<file path="src/rtl/wake_det_pkg.sv">
// Package: shared types for the wake-up recogniser.
// Assumes nothing beyond the standard language.
package wake_det_pkg;

    // Steps of the bus wake-up pattern search.
    typedef enum logic [2:0] {
        RW_IDLE  = 3'd0,
        RW_DOM_A = 3'd1,
        RW_REC_A = 3'd2,
        RW_DOM_B = 3'd3,
        RW_REC_B = 3'd4
    } rw_step_e;

    // Larger of two durations, used to size a shared phase counter.
    function automatic int unsigned max_of(input int unsigned a, input int unsigned b);
        return (a > b) ? a : b;
    endfunction

endpackage

</file>
<file path="src/rtl/wake_det_sync.sv">
// Module: multi-stage resynchroniser for one asynchronous level.
// Assumes STAGES >= 1; the reset value is loaded into every stage.
module wake_det_sync #(
    parameter int unsigned STAGES  = 2,
    parameter logic        RST_VAL = 1'b0
) (
    input  logic clk,
    input  logic rst_n,
    input  logic d,
    output logic q
);

    logic [STAGES-1:0] stg;

    for (genvar i = 0; i < STAGES; i++) begin : g_stage
        if (i == 0) begin : g_first
            // First stage: capture the asynchronous input.
            always_ff @(posedge clk) begin
                if (!rst_n) stg[0] <= RST_VAL;
                else        stg[0] <= d;
            end
        end else begin : g_next
            // Later stages: pass the level down the chain.
            always_ff @(posedge clk) begin
                if (!rst_n) stg[i] <= RST_VAL;
                else        stg[i] <= stg[i-1];
            end
        end
    end

    assign q = stg[STAGES-1];

endmodule

</file>
<file path="src/rtl/wake_det_remote.sv">
// Module: bus wake-up pattern search.
// Looks for dominant, recessive, dominant, recessive phases, each at least
// its minimum length in cycles. A short dominant phase returns to idle; a
// short recessive gap makes the dominant that ended it the new first phase.
// Assumes dom is already synchronous and T_REC >= 2, T_DOM >= 1.
module wake_det_remote
    import wake_det_pkg::*;
#(
    parameter int unsigned T_DOM = 4,
    parameter int unsigned T_REC = 5
) (
    input  logic clk,
    input  logic rst_n,
    input  logic en,
    input  logic dom,
    output logic fire_o
);

    localparam int unsigned CNT_MAX = max_of(T_DOM, T_REC);
    localparam int unsigned CNT_W   = $clog2(CNT_MAX + 1);
    localparam logic [CNT_W-1:0] DOM_MIN = CNT_W'(T_DOM);
    localparam logic [CNT_W-1:0] REC_MIN = CNT_W'(T_REC);
    localparam logic [CNT_W-1:0] SAT     = CNT_W'(CNT_MAX);
    localparam logic [CNT_W-1:0] ONE     = CNT_W'(1);

    rw_step_e         step_q, step_d;
    logic [CNT_W-1:0] cnt_q, cnt_d, cnt_inc;
    logic             fire_d;

    // Saturating increment of the current phase length.
    assign cnt_inc = (cnt_q == SAT) ? cnt_q : cnt_q + ONE;

    // Next step of the pattern search.
    always_comb begin
        step_d = step_q;
        cnt_d  = cnt_q;
        fire_d = 1'b0;
        unique case (step_q)
            RW_IDLE: begin
                if (dom) begin
                    step_d = RW_DOM_A;
                    cnt_d  = ONE;
                end
            end
            RW_DOM_A, RW_DOM_B: begin
                if (dom) begin
                    cnt_d = cnt_inc;
                end else if (cnt_q >= DOM_MIN) begin
                    step_d = (step_q == RW_DOM_A) ? RW_REC_A : RW_REC_B;
                    cnt_d  = ONE;
                end else begin
                    step_d = RW_IDLE;
                    cnt_d  = '0;
                end
            end
            RW_REC_A: begin
                if (!dom) begin
                    cnt_d = cnt_inc;
                end else if (cnt_q >= REC_MIN) begin
                    step_d = RW_DOM_B;
                    cnt_d  = ONE;
                end else begin
                    step_d = RW_DOM_A;
                    cnt_d  = ONE;
                end
            end
            RW_REC_B: begin
                if (!dom) begin
                    if (cnt_inc >= REC_MIN) begin
                        step_d = RW_IDLE;
                        cnt_d  = '0;
                        fire_d = 1'b1;
                    end else begin
                        cnt_d = cnt_inc;
                    end
                end else begin
                    step_d = RW_DOM_A;
                    cnt_d  = ONE;
                end
            end
            default: begin
                step_d = RW_IDLE;
                cnt_d  = '0;
            end
        endcase
    end

    // State, phase counter and the registered event.
    always_ff @(posedge clk) begin
        if (!rst_n) begin
            step_q <= RW_IDLE;
            cnt_q  <= '0;
            fire_o <= 1'b0;
        end else if (!en) begin
            step_q <= RW_IDLE;
            cnt_q  <= '0;
            fire_o <= 1'b0;
        end else begin
            step_q <= step_d;
            cnt_q  <= cnt_d;
            fire_o <= fire_d;
        end
    end

endmodule

</file>
<file path="src/rtl/wake_det_local.sv">
// Module: wake pin level filter.
// A level differing from the accepted level for T_WAKE consecutive cycles
// becomes the accepted level; this drives the pull direction at all times
// and raises an event only while enabled. Assumes T_WAKE >= 2.
module wake_det_local #(
    parameter int unsigned T_WAKE = 8
) (
    input  logic clk,
    input  logic rst_n,
    input  logic en,
    input  logic lvl,
    input  logic pwrup,
    output logic evt_o,
    output logic flag_o,
    output logic pull_o
);

    localparam int unsigned CNT_W = $clog2(T_WAKE + 1);
    localparam logic [CNT_W-1:0] LIM = CNT_W'(T_WAKE);
    localparam logic [CNT_W-1:0] ONE = CNT_W'(1);

    logic             stable_q;
    logic [CNT_W-1:0] cnt_q;
    logic             differs;

    assign differs = (lvl != stable_q);

    // Count cycles of a differing level and accept it at the limit.
    always_ff @(posedge clk) begin
        if (!rst_n) begin
            stable_q <= 1'b0;
            cnt_q    <= '0;
            evt_o    <= 1'b0;
            flag_o   <= 1'b0;
        end else begin
            evt_o  <= 1'b0;
            flag_o <= 1'b0;
            if (!differs) begin
                cnt_q <= '0;
            end else if ((cnt_q + ONE) >= LIM) begin
                stable_q <= lvl;
                cnt_q    <= '0;
                evt_o    <= en;
                flag_o   <= en & ~pwrup;
            end else begin
                cnt_q <= cnt_q + ONE;
            end
        end
    end

    assign pull_o = stable_q;

endmodule

</file>
<file path="src/rtl/wake_detect.sv">
// Module: top of the wake-up recogniser.
// Resynchronises the bus and wake pin levels, runs the bus pattern search
// and the wake pin filter in parallel, and gates both with the mode inputs.
// Assumes low_power, detect_block and pwrup_flag are synchronous to clk.
module wake_detect #(
    parameter int unsigned T_DOM_CYC   = 4,
    parameter int unsigned T_REC_CYC   = 5,
    parameter int unsigned T_WAKE_CYC  = 8,
    parameter int unsigned SYNC_STAGES = 2
) (
    input  logic clk,
    input  logic rst_n,
    input  logic bus_dom_raw,
    input  logic wake_pin_raw,
    input  logic low_power,
    input  logic detect_block,
    input  logic pwrup_flag,
    output logic remote_wake,
    output logic local_wake,
    output logic local_flag_set,
    output logic wake_pull_up
);

    logic bus_dom_s;
    logic wake_lvl_s;
    logic det_en;

    // Detection is live only in a low-power mode outside the hold-off.
    assign det_en = low_power & ~detect_block;

    wake_det_sync #(.STAGES(SYNC_STAGES), .RST_VAL(1'b0)) u_sync_bus (
        .clk   (clk),
        .rst_n (rst_n),
        .d     (bus_dom_raw),
        .q     (bus_dom_s)
    );

    wake_det_sync #(.STAGES(SYNC_STAGES), .RST_VAL(1'b0)) u_sync_wake (
        .clk   (clk),
        .rst_n (rst_n),
        .d     (wake_pin_raw),
        .q     (wake_lvl_s)
    );

    wake_det_remote #(.T_DOM(T_DOM_CYC), .T_REC(T_REC_CYC)) u_remote (
        .clk    (clk),
        .rst_n  (rst_n),
        .en     (det_en),
        .dom    (bus_dom_s),
        .fire_o (remote_wake)
    );

    wake_det_local #(.T_WAKE(T_WAKE_CYC)) u_local (
        .clk    (clk),
        .rst_n  (rst_n),
        .en     (det_en),
        .lvl    (wake_lvl_s),
        .pwrup  (pwrup_flag),
        .evt_o  (local_wake),
        .flag_o (local_flag_set),
        .pull_o (wake_pull_up)
    );

endmodule

</file>
<file path="config.mk">
export PLATFORM = sky130hd
export DESIGN_NAME = wake_detect
export DESIGN_NICKNAME = d
export VERILOG_FILES = /design/src/rtl/wake_det_pkg.sv /design/src/rtl/wake_det_sync.sv /design/src/rtl/wake_det_remote.sv /design/src/rtl/wake_det_local.sv /design/src/rtl/wake_detect.sv
export SDC_FILE = /design/constraint.sdc
export NUM_CORES = 1
export LEC_CHECK = 0
export BUFFER_PORTS_ARGS = -buffer_cell sky130_fd_sc_hd__buf_2
export CAP_MARGIN = 5
export CORE_MARGIN = 1.5
export CORE_UTILIZATION = 35
export DETAILED_ROUTE_END_ITERATION = 7
export GPL_TIMING_DRIVEN = 0
export PLACE_DENSITY_LB_ADDON = 0.12
export SLEW_MARGIN = 15
export SYNTH_ARGS = -nofsm -noshare
export SYNTH_HDL_FRONTEND = slang
export SYNTH_HIERARCHICAL = 1
export SYNTH_SLANG_ARGS = --single-unit
export TNS_END_PERCENT = 50
</file>
<file path="constraint.sdc">
create_clock -name clk -period 1.47 [get_ports clk]
set_input_delay 0.0735 -clock clk [delete_from_list [all_inputs] [get_ports clk]]
set_output_delay 0.0735 -clock clk [all_outputs]
set_load 0.03 [all_outputs]
</file>
==> metrics.yaml <==
violations: "setup timing"
rsz0062_at_grt: "true"
drtPass1Iterations: 4
n_antenna_cell: 0
final.min_clock_period_ns: 1.514
drt_iter0_drc: 18
syn_to_final_growth_pct: 27.59
hold_ws_ns: 0.06522
largest_reg_flops: 4
cts_htree_levels: 1
dpl.hpwl_um: 1322
final_antenna_net_count: 0
cts_tree: "done"
die-area_um2: 3016
ys.warnings.count: 6
total_leakage_power_uw: 0.0004695
rr_endpoint: "u_remote/cnt_q[0]"
instances_no_fill: 159
path_class: "flop to flop"
hold_path_class: "input pin to flop"
yosysSeqAreaShare_pct: 38.20
reg2reg_depth: 6
syn_avg_cell_area_um2: 8.735
hold_violations: 0
drc: 0
worst_setup_path_end_kind: "flop"
hold_end: "u_sync_bus/q"
power_density_nw_per_um2: 719.5
synth_xor_area_share_pct: 4.509
reg2reg_from: "u_remote/cnt_q[0]"
die_w_um: 54.92
initial_utilization_pct: 37.40
dp.cells: 148
core_area_um2: 2522
grt_pass1_wl_um: 3174
finalSetupViolations: 3
drv_slew: 0
numCtsBuffers: 3
synth_top_area_share_pct: 38.20
worst-r2r-setup-slack_ns: -0.04
cap_violations: 0
clkTransAtPathRegs_ns: 0.11
synth_top_area_cell: "dfxtp_1"
fin_worst_skew_ns: 0.007535
num_rows: 18
ir_worst_vdd_mv: 0.5908
synth_mux_area_share_pct: 0
crit_path_max_fanout: 5
overflow: 0
cts_root_buf: "clkbuf_4"
numClockSinks: 18
hp-start: "rst_n"
finalWirelength_um: 1847
fmax_mhz: 660.6
synth_area_leaders: "dfxtp_1 38%, ha_1 5.3%, nand2_1 4.0%"
grt_usage_pct: 14.71
drive_gt1_share_pct: 32.56
vias_per_cell: 5.327
place_worst_setup_slack_ns: -0.1820
grt_max_degree: 11
synth_compound_area_share_pct: 15.65
synth_top_family_by_area: "simple AND/OR/NAND/NOR gates"
drt-wirelength-per-cell_um: 11.62
antenna_found_initial: 0
syn_inst: 108
io-pin-count: 11
regMostFlops: "u_local/cnt_q"
die_h_um: 54.92
crit_arrival_ns: 1.71
whs_path_depth: 2
reg_top3: "u_local/cnt_q (4), u_remote/cnt_q (3), u_remote/step_q (3)"
tns_ns: -0.08973
synthAdderAreaFrac_pct: 5.305
first_global_vias: 715
crit_start: "u_remote/cnt_q[0]"
setup_slack_ns: -0.04388
synth-seq-cells: 18
clockBufferDepth: 2
layout.nets: 141
yosysUniqueCellTypes: 41
startpoint_type: "flop"
placement.io_buffers: 10
place_congestion: 0.8139
syn_area_um2: 943.4
synth-simple-area-share_pct: 32.23
crit_required_ns: 1.66
synth_nets: 119
status: "finished, violations left"
fin_crit_sh_pct: 103.0
dr_total_vias: 847
clock_latency_ns: 0.29
final cells by class:
class / instances / area [µm²]
Sequential cell: 18 / 370.4
Inverter: 4 / 17.52
Multi-Input combinational cell: 82 / 611.8
Tap cell: 30 / 37.54
Timing Repair Buffer: 17 / 110.1
Fill cell: 253 / 1319
Clock buffer: 4 / 36.28
Buffer: 4 / 20.02
kinds of logic (layout without fill, tap and decap cells):
group,Yosys count,in the layout
other,1,1
AO/OA/AOI/OAI,22,22
adder cells (fa/ha/maj),4,4
flip-flops,18,18
XOR/XNOR,4,4
AND/OR/NAND/NOR,51,51
buffers and inverters,8,29
stage by stage:
stage	total power (µW)	instance area, µm²	util (%)
detailed placement	568.2	1060	42.01
finish	866.0	1204	47.72
floorplan	548.7	972.2	-
global route	915.4	1204	47.72
global placement	567.4	1060	42.01
CTS	878.0	1160	45.98
routing by layer:
layer | vias up | GRT usage, % | part of all wire (%)
met3 | 4 | 6.452 | 6.4
met1 | 392 | 20.70 | 50
li1 | 425 | - | -
met5 | - | 0 | 0
met2 | 26 | 21.03 | 43
met4 | 0 | 2.439 | 0.76
Yosys cell counts (all sizes together):
library cell and number:
conb 1, ha 4, a211oi 1, inv 4
o21bai 1, nand2 11, or2 1, nand2b 2
o22ai 1, and2b 1, xor2 2, clkbuf 1
o311ai 1, nor3b 2, a31oi 3, nor2 4
nor3 5, and4 1, nor2b 4, o311a 1
nand3b 2, o21ai 3, a21oi 6, nand4 2
a41oi 1, a32oi 1, buf 3, nor4b 1
and2 5, or3 1, nand3 6, o211ai 1
xnor2 2, dfxtp 18, nand4b 2, a21o 2
or3b 1
critical path, stage by stage, from the launching register on:
cell	delay (ns)
dfxtp_4	0.39
ha_4	0.17
nor2b_2	0.15
a21o_1	0.21
a21oi_2	0.15
a211oi_2	0.06
o311a_1	0.28
how the worst max path moves through the flow:
| stage | end | slack (ns) |
|---|---|---|
| 2_1_floorplan | u_remote/cnt_q[0] | 0.003 |
| 3_3_place_gp | u_remote/cnt_q[0] | -0.19 |
| 3_5_place_dp | u_remote/cnt_q[0] | -0.18 |
| 4_1_cts | u_remote/cnt_q[0] | -0.03 |
| 5_1_grt | u_remote/cnt_q[2] | -0.1 |
| 6_report | u_remote/cnt_q[0] | -0.04 |
power by group:
| part | leakage [µW] | switching (µW) | internal, µW |
|---|---|---|---|
| clock | 0.0000210 | 151 | 151 |
| sequential | 0.000149 | 7.50 | 493 |
| combinational | 0.000300 | 32.7 | 30.5 |
layout by cell type (no fill, tap or decap), types with 2 or more instances in the layout:
| cell | count |
|---|---|
| nand3b_1 | 2 |
| inv_1 | 3 |
| and2_1 | 5 |
| dfxtp_4 | 2 |
| a21oi_1 | 4 |
| nand2_1 | 9 |
| nand3_1 | 6 |
| dfxtp_1 | 14 |
| clkbuf_4 | 3 |
| nor3b_1 | 2 |
| nand2b_1 | 2 |
| nor2_1 | 4 |
| nand4_1 | 2 |
| a21o_1 | 2 |
| a31oi_1 | 3 |
| nor2b_1 | 2 |
| nand4b_1 | 2 |
| buf_2 | 13 |
| dfxtp_2 | 2 |
| xnor2_1 | 2 |
| ha_4 | 3 |
| a21oi_2 | 2 |
| buf_4 | 4 |
| nor3_1 | 5 |
| dlygate4sd3_1 | 3 |
| o21ai_0 | 2 |
repair_timing:
action	CTS	global route
hold buffers	3	0
endpoints found under the hold margin	3	0
endpoints found under the setup margin	6	5
setup buffers	2	2
pin swaps	4	5
resized for setup	7	7
(Power assumes the default switching activity.)
